**src/rtl/flash_wguard_pkg.sv**
```systemverilog
package flash_wguard_pkg;
  localparam logic [7:0] OP_WREN  = 8'h06;
  localparam logic [7:0] OP_WRDI  = 8'h04;
  localparam logic [7:0] OP_PROG  = 8'h02;
  localparam logic [7:0] OP_SECT  = 8'h20;
  localparam logic [7:0] OP_BLOCK = 8'hD8;
  localparam logic [7:0] OP_CHIPA = 8'h60;
  localparam logic [7:0] OP_CHIPB = 8'hC7;
  localparam logic [7:0] OP_EWSR  = 8'h50;
  localparam logic [7:0] OP_WRSR  = 8'h01;
  localparam logic [7:0] OP_AAI   = 8'hAD;
  localparam logic [7:0] OP_BOON  = 8'h70;
  localparam logic [7:0] OP_BOOFF = 8'h80;

  typedef enum logic [2:0] {
    RQ_NONE  = 3'd0,
    RQ_PROG  = 3'd1,
    RQ_SECT  = 3'd2,
    RQ_BLOCK = 3'd3,
    RQ_CHIP  = 3'd4,
    RQ_AAI   = 3'd5,
    RQ_WRSR  = 3'd6
  } req_kind_e;

  // Leading bytes of a frame that form the address.
  function automatic logic [2:0] addr_len(input logic [7:0] op, input logic in_aai, input logic [2:0] abytes);
    if (op == OP_PROG || op == OP_SECT || op == OP_BLOCK) return abytes;
    if (op == OP_AAI && !in_aai) return abytes;
    return 3'd0;
  endfunction
endpackage

```
**src/rtl/fwg_capture.sv**
```systemverilog
module fwg_capture #(
  parameter int ADDR_W = 24,
  parameter int DATA_W = 16,
  parameter int CNT_W  = 3
) (
  input  logic              clk,
  input  logic              rst_n,
  input  logic              op_valid,
  input  logic [7:0]        op_code,
  input  logic              byte_valid,
  input  logic [7:0]        byte_data,
  input  logic              cs_end,
  input  logic              in_aai,
  output logic              have_op,
  output logic [7:0]        cur_op,
  output logic [CNT_W-1:0]  nbytes,
  output logic [ADDR_W-1:0] addr,
  output logic [DATA_W-1:0] data
);
  import flash_wguard_pkg::*;
  localparam int ABYTES = ADDR_W / 8;
  localparam logic [CNT_W-1:0] CNT_MAX = {CNT_W{1'b1}};

  logic [CNT_W-1:0] alen;

  always_ff @(posedge clk) begin
    if (!rst_n) begin
      have_op <= 1'b0;
      cur_op  <= '0;
      nbytes  <= '0;
      addr    <= '0;
      data    <= '0;
      alen    <= '0;
    end else if (op_valid) begin
      have_op <= 1'b1;
      cur_op  <= op_code;
      nbytes  <= '0;
      addr    <= '0;
      data    <= '0;
      alen    <= CNT_W'(addr_len(op_code, in_aai, 3'(ABYTES)));
    end else if (cs_end) begin
      have_op <= 1'b0;
    end else if (byte_valid && have_op) begin
      if (nbytes < alen) addr <= {addr[ADDR_W-9:0], byte_data};
      else               data <= {data[DATA_W-9:0], byte_data};
      if (nbytes != CNT_MAX) nbytes <= nbytes + 1'b1;
    end
  end
endmodule

```
**src/rtl/fwg_policy.sv**
```systemverilog
module fwg_policy #(
  parameter int ADDR_W    = 24,
  parameter int DATA_W    = 16,
  parameter int CNT_W     = 3,
  parameter int SECT_BITS = 12,
  parameter int BLK_BITS  = 16
) (
  input  logic              frame_ok,
  input  logic [7:0]        cur_op,
  input  logic [CNT_W-1:0]  nbytes,
  input  logic [ADDR_W-1:0] addr,
  input  logic [DATA_W-1:0] data,
  input  logic              wel,
  input  logic              swe,
  input  logic              busy,
  input  logic              in_aai,
  input  logic [ADDR_W-1:0] aai_addr,
  output logic              grant,
  output logic [2:0]        kind,
  output logic [ADDR_W-1:0] g_addr,
  output logic [DATA_W-1:0] g_data,
  output logic              set_wel,
  output logic              clr_wel,
  output logic              aai_start,
  output logic              aai_step,
  output logic              aai_stop,
  output logic              bo_on,
  output logic              bo_off
);
  import flash_wguard_pkg::*;
  localparam int ABYTES = ADDR_W / 8;

  function automatic logic [ADDR_W-1:0] align_down(input logic [ADDR_W-1:0] a, input int bits);
    return a & ~((ADDR_W'(1) << bits) - ADDR_W'(1));
  endfunction

  logic ready;
  assign ready = wel && !busy && !in_aai;

  always_comb begin
    grant = 1'b0; kind = RQ_NONE; g_addr = '0; g_data = '0;
    set_wel = 1'b0; clr_wel = 1'b0;
    aai_start = 1'b0; aai_step = 1'b0; aai_stop = 1'b0;
    bo_on = 1'b0; bo_off = 1'b0;
    if (frame_ok) begin
      case (cur_op)
        OP_WREN:  set_wel = (nbytes == 0);
        OP_WRDI:  if (nbytes == 0) begin clr_wel = 1'b1; aai_stop = 1'b1; end
        OP_BOON:  bo_on  = (nbytes == 0);
        OP_BOOFF: bo_off = (nbytes == 0);
        OP_PROG: if (ready && nbytes == CNT_W'(ABYTES + 1)) begin
          grant = 1'b1; kind = RQ_PROG; g_addr = addr; g_data = data;
        end
        OP_SECT: if (ready && nbytes == CNT_W'(ABYTES)) begin
          grant = 1'b1; kind = RQ_SECT; g_addr = align_down(addr, SECT_BITS);
        end
        OP_BLOCK: if (ready && nbytes == CNT_W'(ABYTES)) begin
          grant = 1'b1; kind = RQ_BLOCK; g_addr = align_down(addr, BLK_BITS);
        end
        OP_CHIPA, OP_CHIPB: if (ready && nbytes == 0) begin
          grant = 1'b1; kind = RQ_CHIP;
        end
        OP_WRSR: if (swe && !busy && !in_aai && nbytes == 1) begin
          grant = 1'b1; kind = RQ_WRSR; g_data = data;
        end
        OP_AAI: begin
          if (in_aai) begin
            if (nbytes == 2) begin
              grant = 1'b1; kind = RQ_AAI; g_addr = aai_addr; g_data = data; aai_step = 1'b1;
            end
          end else if (ready && nbytes == CNT_W'(ABYTES + 2)) begin
            grant = 1'b1; kind = RQ_AAI; g_addr = addr; g_data = data; aai_start = 1'b1;
          end
        end
        default: ;
      endcase
      if (grant && kind != RQ_AAI) clr_wel = 1'b1;
    end
  end
endmodule

```
**src/rtl/flash_wguard.sv**
```systemverilog
module flash_wguard #(
  parameter int ADDR_W    = 24,
  parameter int DATA_W    = 16,
  parameter int SECT_BITS = 12,
  parameter int BLK_BITS  = 16,
  parameter int AAI_STEP  = 2
) (
  input  logic              clk,
  input  logic              rst_n,
  input  logic              op_valid,
  input  logic [7:0]        op_code,
  input  logic              byte_valid,
  input  logic [7:0]        byte_data,
  input  logic              cs_end,
  input  logic              cs_aligned,
  input  logic              busy_in,
  output logic              req_valid,
  output logic [2:0]        req_kind,
  output logic [ADDR_W-1:0] req_addr,
  output logic [DATA_W-1:0] req_data,
  output logic [7:0]        status,
  output logic              aai_active,
  output logic              so_busy_sel
);
  import flash_wguard_pkg::*;
  localparam int CNT_W = 3;

  function automatic logic [ADDR_W-1:0] next_aai(input logic [ADDR_W-1:0] a);
    return a + ADDR_W'(AAI_STEP);
  endfunction

  logic              have_op;
  logic [7:0]        cur_op;
  logic [CNT_W-1:0]  nbytes;
  logic [ADDR_W-1:0] cap_addr, aai_addr, g_addr;
  logic [DATA_W-1:0] cap_data, g_data;
  logic              wel, swe, bo_mode;
  logic              frame_end, frame_ok;
  logic              grant, set_wel, clr_wel, aai_start, aai_step, aai_stop, bo_on, bo_off;
  logic [2:0]        kind;

  assign frame_end = cs_end && have_op;
  assign frame_ok  = frame_end && cs_aligned;

  fwg_capture #(.ADDR_W(ADDR_W), .DATA_W(DATA_W), .CNT_W(CNT_W)) u_cap (
    .clk(clk), .rst_n(rst_n), .op_valid(op_valid), .op_code(op_code),
    .byte_valid(byte_valid), .byte_data(byte_data), .cs_end(cs_end),
    .in_aai(aai_active), .have_op(have_op), .cur_op(cur_op), .nbytes(nbytes),
    .addr(cap_addr), .data(cap_data)
  );

  fwg_policy #(.ADDR_W(ADDR_W), .DATA_W(DATA_W), .CNT_W(CNT_W),
               .SECT_BITS(SECT_BITS), .BLK_BITS(BLK_BITS)) u_pol (
    .frame_ok(frame_ok), .cur_op(cur_op), .nbytes(nbytes), .addr(cap_addr),
    .data(cap_data), .wel(wel), .swe(swe), .busy(busy_in), .in_aai(aai_active),
    .aai_addr(aai_addr), .grant(grant), .kind(kind), .g_addr(g_addr), .g_data(g_data),
    .set_wel(set_wel), .clr_wel(clr_wel), .aai_start(aai_start), .aai_step(aai_step),
    .aai_stop(aai_stop), .bo_on(bo_on), .bo_off(bo_off)
  );

  always_ff @(posedge clk) begin
    if (!rst_n) begin
      wel <= 1'b0; swe <= 1'b0; bo_mode <= 1'b0;
      aai_active <= 1'b0; aai_addr <= '0;
      req_valid <= 1'b0; req_kind <= RQ_NONE; req_addr <= '0; req_data <= '0;
    end else begin
      req_valid <= grant;
      if (grant) begin
        req_kind <= kind; req_addr <= g_addr; req_data <= g_data;
      end
      if (set_wel)      wel <= 1'b1;
      else if (clr_wel) wel <= 1'b0;
      if (frame_end) swe <= frame_ok && (cur_op == OP_EWSR) && (nbytes == 0);
      if (aai_start) begin
        aai_active <= 1'b1; aai_addr <= next_aai(g_addr);
      end else if (aai_step) begin
        aai_addr <= next_aai(aai_addr);
      end else if (aai_stop) begin
        aai_active <= 1'b0;
      end
      if (bo_on)       bo_mode <= 1'b1;
      else if (bo_off) bo_mode <= 1'b0;
    end
  end

  assign status      = {6'b0, wel, busy_in};
  assign so_busy_sel = bo_mode && aai_active;

  AST_RESET_QUIET: assert property (@(posedge clk) !rst_n |=> !req_valid && !wel && !aai_active);
  AST_PERMIT_NEEDED: assert property (@(posedge clk) disable iff (!rst_n)
    req_valid && req_kind inside {RQ_PROG, RQ_SECT, RQ_BLOCK, RQ_CHIP} |-> $past(wel));
  AST_SECTOR_ALIGNED: assert property (@(posedge clk) disable iff (!rst_n)
    req_valid && req_kind == RQ_SECT |-> req_addr[SECT_BITS-1:0] == '0);
  AST_ABORT_SILENT: assert property (@(posedge clk) disable iff (!rst_n)
    cs_end && !cs_aligned |=> !req_valid);
  AST_STATUS_ONE_SHOT: assert property (@(posedge clk) disable iff (!rst_n)
    req_valid && req_kind == RQ_WRSR |-> $past(swe));
  AST_PERMIT_SPENT: assert property (@(posedge clk) disable iff (!rst_n)
    req_valid && req_kind != RQ_AAI |-> !wel);
  AST_BUSY_BLOCKS: assert property (@(posedge clk) disable iff (!rst_n)
    req_valid && req_kind != RQ_AAI |-> !$past(busy_in));
  AST_SINGLE_PULSE: assert property (@(posedge clk) disable iff (!rst_n)
    req_valid |=> !req_valid);
endmodule

```
**config.mk**
```make
export PLATFORM = sky130hd
export DESIGN_NAME = flash_wguard
export DESIGN_NICKNAME = d
export VERILOG_FILES = /design/src/rtl/flash_wguard_pkg.sv /design/src/rtl/fwg_capture.sv /design/src/rtl/fwg_policy.sv /design/src/rtl/flash_wguard.sv
export SDC_FILE = /design/constraint.sdc
export NUM_CORES = 1
export LEC_CHECK = 0
export ABC_CLOCK_PERIOD_IN_PS = 9380
export BUFFER_PORTS_ARGS = -buffer_cell sky130_fd_sc_hd__buf_2
export CAP_MARGIN = 0
export CORE_MARGIN = 2
export CORE_UTILIZATION = 60
export DETAILED_ROUTE_END_ITERATION = 8
export GPL_TIMING_DRIVEN = 0
export PLACE_DENSITY = 0.82
export SYNTH_ARGS = -nofsm -noshare
export SYNTH_HDL_FRONTEND = slang
export SYNTH_HIERARCHICAL = 1
export SYNTH_SLANG_ARGS = --single-unit
```
**constraint.sdc**
```tcl
create_clock -name clk -period 9.38 [get_ports clk]
set_clock_uncertainty 0.15 [all_clocks]
set_input_delay 1.876 -clock clk [delete_from_list [all_inputs] [get_ports clk]]
set_output_delay 1.876 -clock clk [all_outputs]
set_load 0.05 [all_outputs]
```
==> impl_results.md, run 1 <==
* Wire per inst at 17.72 um
* Maximum vdd drop at 0.1218 mV
* Total track usage at 0.3180
* CTS Buf Count at 17
* # IOs at 77
* Mapped Area at 6710 sq um
* Maxcap violations at 0
* Pwr per Cell Area at 158.9 nW/um^2
* Syn_area_per_cell at 8.336 sq um
* WS Path Type: primary input to flip-flop
* Gate count of the mapped netlist at 805
* Post-synth cell types at 68
* I/O Buffers at 70
* Lkg Pwr at 2.776 nW
* Worst-Margin Slew at 822.0 ps
* Final Cell Area at 7831 sq um
* CTS tree: built
* CTS Hold Bufs at 0
* Initial DRC count at 687
* Top cell type's share of synthesized area at 0.3729
* Initial antenna violation count at 0
* Layout Cells excl Fill at 1052
* Chip width at 109.8 um
* Most Frequent Cell on Critical Path: buf_2
* Seq cells post-synth at 125
* HP Class: flip-flop to flip-flop
* Clk slew on worst S/H paths at 60 ps
* CP startpoint: busy_in
* Via total after detailed routing at 6584
* Combinational power share at 0.047
* Top post-synthesis cells by area: dfxtp_1 (37%), mux2i_1 (9.1%), a21oi_1 (5.1%), nor2_1 (4.8%), o21ai_0 (4.7%)
* Sequential share of the synthesized area at 0.3729
* Slowest-stage cell, CP: a211oi_4
* Total wire length at 18650 um
* Placed cell count at 1020
* Row count at 38
* Starting Density at 0.6163
* Grt total ovfl at 0
* ANT cells at 0
* # setup viols final at 0
* Post-synth top area cell: dfxtp_1
* Dominant synthesized flop cell: dfxtp_1
* Hpwl dp at 13160 um
* Layout cells sized above 1 at 0.1623
* Slew HR at 0.4520
* Total Die Area at 12050 sq um
* Largest net degree at the start of global routing at 17
* Post-route DRC at 0
* H-tree depth at 4
* Fin nets at 926
* Final Core Density at 0.7193
* Core ar. at 10890 sq um
* # fillers at 831
* Root Buffer: clkbuf_8
* Placed cell area at 7254 sq um
* Clock tree buffer depth at 2
* RSZ-0062 raised after global routing: false
* First-pass GRT wire length at 29660 um
* Crit path max fanout at 10
* Worst-Skew Late Latency at 530 ps
* Int Power at 0.0009371 W
* Final worst path period share at 0.6220
* Synth warnings at 6
* Hold Path Origin: swe$_SDFFE_PN0N_
* Pre-antenna DRT Iters at 8
* # clock sinks at 125
* Post-synth EDFFs at 0
* Achievable clock frequency at 171.4 MHz
* Final GP Congestion at 0.9237
* Setup Slack @ Placement at 3090 ps
* Synth-to-layout area growth at 16.71%
* Total Neg Setup Slack at 0 ps
* Postcts setup bufs at 0
* CP peak stage delay at 520 ps
* Post-CTS sizing at 0
* Crit path cell chain: buf_2 -> nor4bb_1 -> nand3b_1 -> nor2_1 -> and2_1 -> buf_4 -> buf_6 -> buf_2 -> buf_2 -> buf_2 -> mux2_2 -> ha_1 -> nand4_4 -> a211oi_4 -> nand4_4 -> o31a_1 -> o31ai_1 -> and2_1
* Final worst slack at 3546 ps
* Setup crit end kind: flip-flop
* NetSw at 0.0003075 W
* Clock share of power at 0.519
* Die Height at 109.8 um
* Sw frac at 0.2471
* Min Tclk post-route at 5834 ps
* Share of power burned in registers at 0.434
* Critical path arrival at 6160 ps
* FF-to-FF Start: u_cap/nbytes[2]$_SDFFE_PP0P_
* Final Hold Fails at 0
* Async SR Flop Fraction at 0
* Vias in the first global route at 6119
* Slew Viols, Final at 0
* Critical Path Start Type: primary input
* CP Data Required Time at 9700 ps
* Antenna-violating nets left at 0
* Status: complete, no violations
* Drt via density at 6.259
## state kept, by name (all words and copies together), names as in the netlist, 3 cells and up
name / count
u_cap/nbytes: 3
req_data: 16
u_cap/cur_op: 8
u_cap/addr: 24
req_addr: 24
u_cap/data: 16
req_kind: 3
aai_addr: 24
## area by class of cell
cell class | count | area (sq um) | share of cell area
buffer | 57 | 294.0 | 0.03755
timing repair buffer | 70 | 350.3 | 0.04474
sequential | 125 | 2502 | 0.3195
tap | 140 | 175.2 | 0.02237
multi-input combinational | 617 | 3891 | 0.4969
clock buffer | 19 | 421.7 | 0.05384
inverter | 11 | 41.29 | 0.005272
clock inverter | 13 | 155.1 | 0.01981
## kinds of logic after synthesis
group / count (synthesis) / share of synthesized area
DFF: 125 / 0.3729
AOI/OAI and AO/OA: 195 / 0.1825
buffers and inverters: 68 / 0.04997
other: 1 / 0.0005589
xor gates and xnor gates: 33 / 0.04307
adders and majority gates: 4 / 0.007459
muxes: 63 / 0.09435
and+or+nand+nor: 316 / 0.2491
## synth_stat cells, types with 9 or more instances
cell type / count
dfxtp_1: 125
nor2_1: 85
nand2_1: 73
a21oi_1: 68
o21ai_0: 63
mux2i_1: 61
nand3_1: 40
clkbuf_1: 28
and2_1: 24
xnor2_1: 22
a22oi_1: 15
nand4_1: 15
nor2b_1: 13
buf_2: 11
xor2_1: 11
buf_4: 9
inv_1: 9
o22ai_1: 9
## power by group through the flow
stage	logic (W)	clock network (W)	registers (W)
after global routing	0.0000633	0.000672	0.000540
final	0.0000589	0.000646	0.000540
after detailed placement	0.0000568	0	0.000552
after global placement	0.0000554	0	0.000551
after CTS	0.0000575	0.000645	0.000540
after floorplan	0.0000390	0	0.000550
## stage by stage
stage                     total power, W  hold WS (ps)
after detailed placement       0.0006084         313.2
after global routing            0.001276         349.3
after floorplan                0.0005888         281.8
after global placement         0.0006069         294.6
after CTS                       0.001243         317.3
final                           0.001245         311.9
## placed cells by master, fill, tap and decap left out, types with 7 or more instances in the layout
cell       Yosys  routed
xor2_1        11      11
xnor2_1       22      22
nand4_1       15      15
and2_1        24      24
a21oi_1       68      68
nor2_1        85      85
nor4b_1        7       7
o21ai_0       63      63
nand3b_1       8       8
dfxtp_1      125     125
buf_4          9       9
clkbuf_1      28      30
and3_1         7       7
clkbuf_16      0      16
buf_2         11      81
mux2i_1       61      61
inv_1          9       9
a211oi_1       8       8
nand2_1       73      73
o22ai_1        9       9
nand3_1       40      40
nor2b_1       13      13
a22oi_1       15      15
## critical path, delay by kind of cell
family	cells	cell delay (ps)
adders and majority gates	1	330
AOI/OAI and AO/OA	3	980
and+or+nand+nor	7	1470
buffers and inverters	6	1300
muxes	1	190
## per-layer routing
metal,global-route usage,part of all wire,vias to the layer above
met4,0.1212,0.027,0
met5,0,0,-
li1,-,-,3050
met3,0.07825,0.094,59
met2,0.5110,0.46,364
met1,0.4127,0.42,3111
## final timing paths
| path | slack (ps) | depth (start not counted) | end |
|---|---|---|---|
| setup / recovery | 3550 | 18 | aai_addr[21]$_SDFFE_PN0N_ |
| hold / removal | 310 | 2 | swe$_SDFFE_PN0N_ |
| setup reg to reg | 4410 | 17 | aai_addr[21]$_SDFFE_PN0N_ |
| hold reg to reg | 310 | 2 | swe$_SDFFE_PN0N_ |
Note: power is estimated with default switching activity, not from simulation.
==> inputs of run 2 (changes only) <==
- ABC_CLOCK_PERIOD_IN_PS: 9380 -> 5450
- CORE_UTILIZATION: 60 -> 59
- PLACE_DENSITY: 0.82 -> 0.8
- clock period: 9.38 -> 5.45 ns (I/O delays scaled with it)
==> run 2 against run 1 <==
Against the previous run: wire length fell by 0.15%; combinational power up 73%; hold slack gained 3.6 ps; critical path type unchanged; via count shrank 0.14%; power is 69% higher; global-route usage is 0.85 points lower; cell count did not move; setup slack worse by 3300 ps; sequential share of layout area increased by 0.061 points.
==> impl_results.md, run 2 (synthesis results as in run 1) <==
* Status: complete, no violations
* Drt via density at 6.250
* Root Buffer: clkbuf_16
* Crit path max fanout at 10
* Maximum vdd drop at 0.2072 mV
* Top flop regs: aai_addr x24, req_addr x24, u_cap/addr x24
* Antenna-violating nets left at 0
* Share of power burned in registers at 0.442
* # setup viols final at 0
* Achievable clock frequency at 193.5 MHz
* Worst-Margin Slew at 844.7 ps
* Lkg Pwr at 2.764 nW
* Clock tree buffer depth at 2
* WS Path Type: primary input to flip-flop
* Most common cell after layout, fill and taps aside: dfxtp_1
* CP Data Required Time at 5670 ps
* Hpwl dp at 13290 um
* Critical Path Start Type: primary input
* # clock sinks at 125
* Final GP Congestion at 0.9719
* Total Neg Setup Slack at 0 ps
* Sw frac at 0.2426
* Row count at 38
* Core ar. at 10980 sq um
* Min Tclk post-route at 5168 ps
* I/O Buffers at 70
* Layout cells sized above 1 at 0.1623
* Clk slew on worst S/H paths at 60 ps
* Vias in the first global route at 6246
* Total track usage at 0.3095
* Initial DRC count at 734
* Pwr per Cell Area at 269.0 nW/um^2
* RSZ-0062 raised after global routing: false
* Initial antenna violation count at 0
* ANT cells at 0
* Wire per inst at 17.70 um
* # fillers at 887
* Combinational power share at 0.048
* Final worst path period share at 0.9483
* Int Power at 0.001592 W
* Pre-antenna DRT Iters at 8
* Synth-to-layout area growth at 16.48%
* Total wire length at 18620 um
* Clock share of power at 0.509
* HP Class: flip-flop to flip-flop
* Final Hold Fails at 0
* # IOs at 77
* CTS Hold Bufs at 0
* NetSw at 0.0005101 W
* Post-route DRC at 0
* Die Height at 110.6 um
* Worst-Skew Late Latency at 420 ps
* Grt total ovfl at 0
* Slew HR at 0.4369
* First-pass GRT wire length at 31110 um
* CTS Buf Count at 17
* Setup crit end kind: flip-flop
* Total Die Area at 12240 sq um
* Slew Viols, Final at 0
* Critical path arrival at 5380 ps
* Starting Density at 0.6110
* Largest net degree at the start of global routing at 17
* CTS tree: built
* Final Cell Area at 7816 sq um
* Postcts setup bufs at 0
* Post-CTS sizing at 0
* Fin nets at 926
* H-tree depth at 4
* Maxcap violations at 0
* Placed cell area at 7254 sq um
* Via total after detailed routing at 6575
* Most frequent cells in the layout: dfxtp_1 (125), nor2_1 (85), buf_2 (81)
* Chip width at 110.6 um
run 2: cell count changes in the layout (fill, tap and decap cells not counted), sizes merged:
cell | previous run | this run
clkinv | 6 | 8
clkinvlp | 1 | 3
bufinv | 2 | 1
clkbuf | 49 | 50
inv | 15 | 11
run 2: power groups by stage:
stage | clock [W] | combinational [W] | sequential, W
2_1_floorplan | 0 | 0.0000672 | 0.000946
3_3_place_gp | 0 | 0.0000953 | 0.000949
3_5_place_dp | 0 | 0.0000987 | 0.000950
4_1_cts | 0.00108 | 0.0000992 | 0.000930
5_1_grt | 0.00112 | 0.000110 | 0.000931
6_report | 0.00107 | 0.000102 | 0.000930
run 2: stage by stage:
| stage | total power [W] | cells | util | setup WS (ps) | hold slack (ps) |
|---|---|---|---|---|---|
| after global placement | 0.001044 | 1020 | 0.6605 | 100.3 | 295.1 |
| after CTS | 0.002108 | 1052 | 0.7117 | 398.1 | 313.7 |
| final | 0.002102 | 1052 | 0.7117 | 281.7 | 315.5 |
| after floorplan | 0.001013 | 810 | - | 843.4 | 281.8 |
| after detailed placement | 0.001048 | 1020 | 0.6605 | 2.224 | 304.8 |
| after global routing | 0.002163 | 1052 | 0.7117 | 29.63 | 351.0 |
run 2: final timing paths:
kind / from / slack, ps / depth (start not counted) / end
max: busy_in / 280 / 18 / aai_addr[21]$_SDFFE_PN0N_
min: swe$_SDFFE_PN0N_ / 320 / 2 / swe$_SDFFE_PN0N_
max reg2reg: u_cap/nbytes[2]$_SDFFE_PP0P_ / 460 / 17 / aai_addr[21]$_SDFFE_PN0N_
min reg2reg: swe$_SDFFE_PN0N_ / 320 / 2 / swe$_SDFFE_PN0N_
run 2: worst max-delay path, cell delays in order:
cell      delay (ps)
buf_2            130
nor4bb_1         280
nand3b_1         180
nor2_1           270
and2_1           180
buf_4            180
buf_6            160
buf_2            240
buf_2            300
buf_2            280
mux2_2           200
ha_1             340
nand4_4          170
a211oi_4         510
nand4_4          240
o31a_1           290
o31ai_1          180
and2_1           150
run 2: area by class of cell:
| type | instances | area [sq um] | area share |
|---|---|---|---|
| Clock inverter | 12 | 115.1 | 0.01473 |
| Buffer | 57 | 294.0 | 0.03762 |
| Sequential cell | 125 | 2502 | 0.3202 |
| Timing Repair Buffer | 70 | 350.3 | 0.04482 |
| Tap cell | 140 | 175.2 | 0.02241 |
| Inverter | 11 | 41.29 | 0.005283 |
| Clock buffer | 20 | 446.7 | 0.05715 |
| Multi-Input combinational cell | 617 | 3891 | 0.4978 |
run 2: metal layers:
| metal | part of all wire | wire length [um] | vias to the layer above | global-route usage |
|---|---|---|---|---|
| met3 | 0.087 | 1620 | 60 | 0.06367 |
| met2 | 0.46 | 8543 | 381 | 0.4863 |
| met1 | 0.42 | 7889 | 3077 | 0.4110 |
| met4 | 0.030 | 565 | 0 | 0.1400 |
| li1 | - | - | 3057 | - |
| met5 | 0 | 0 | - | 0 |
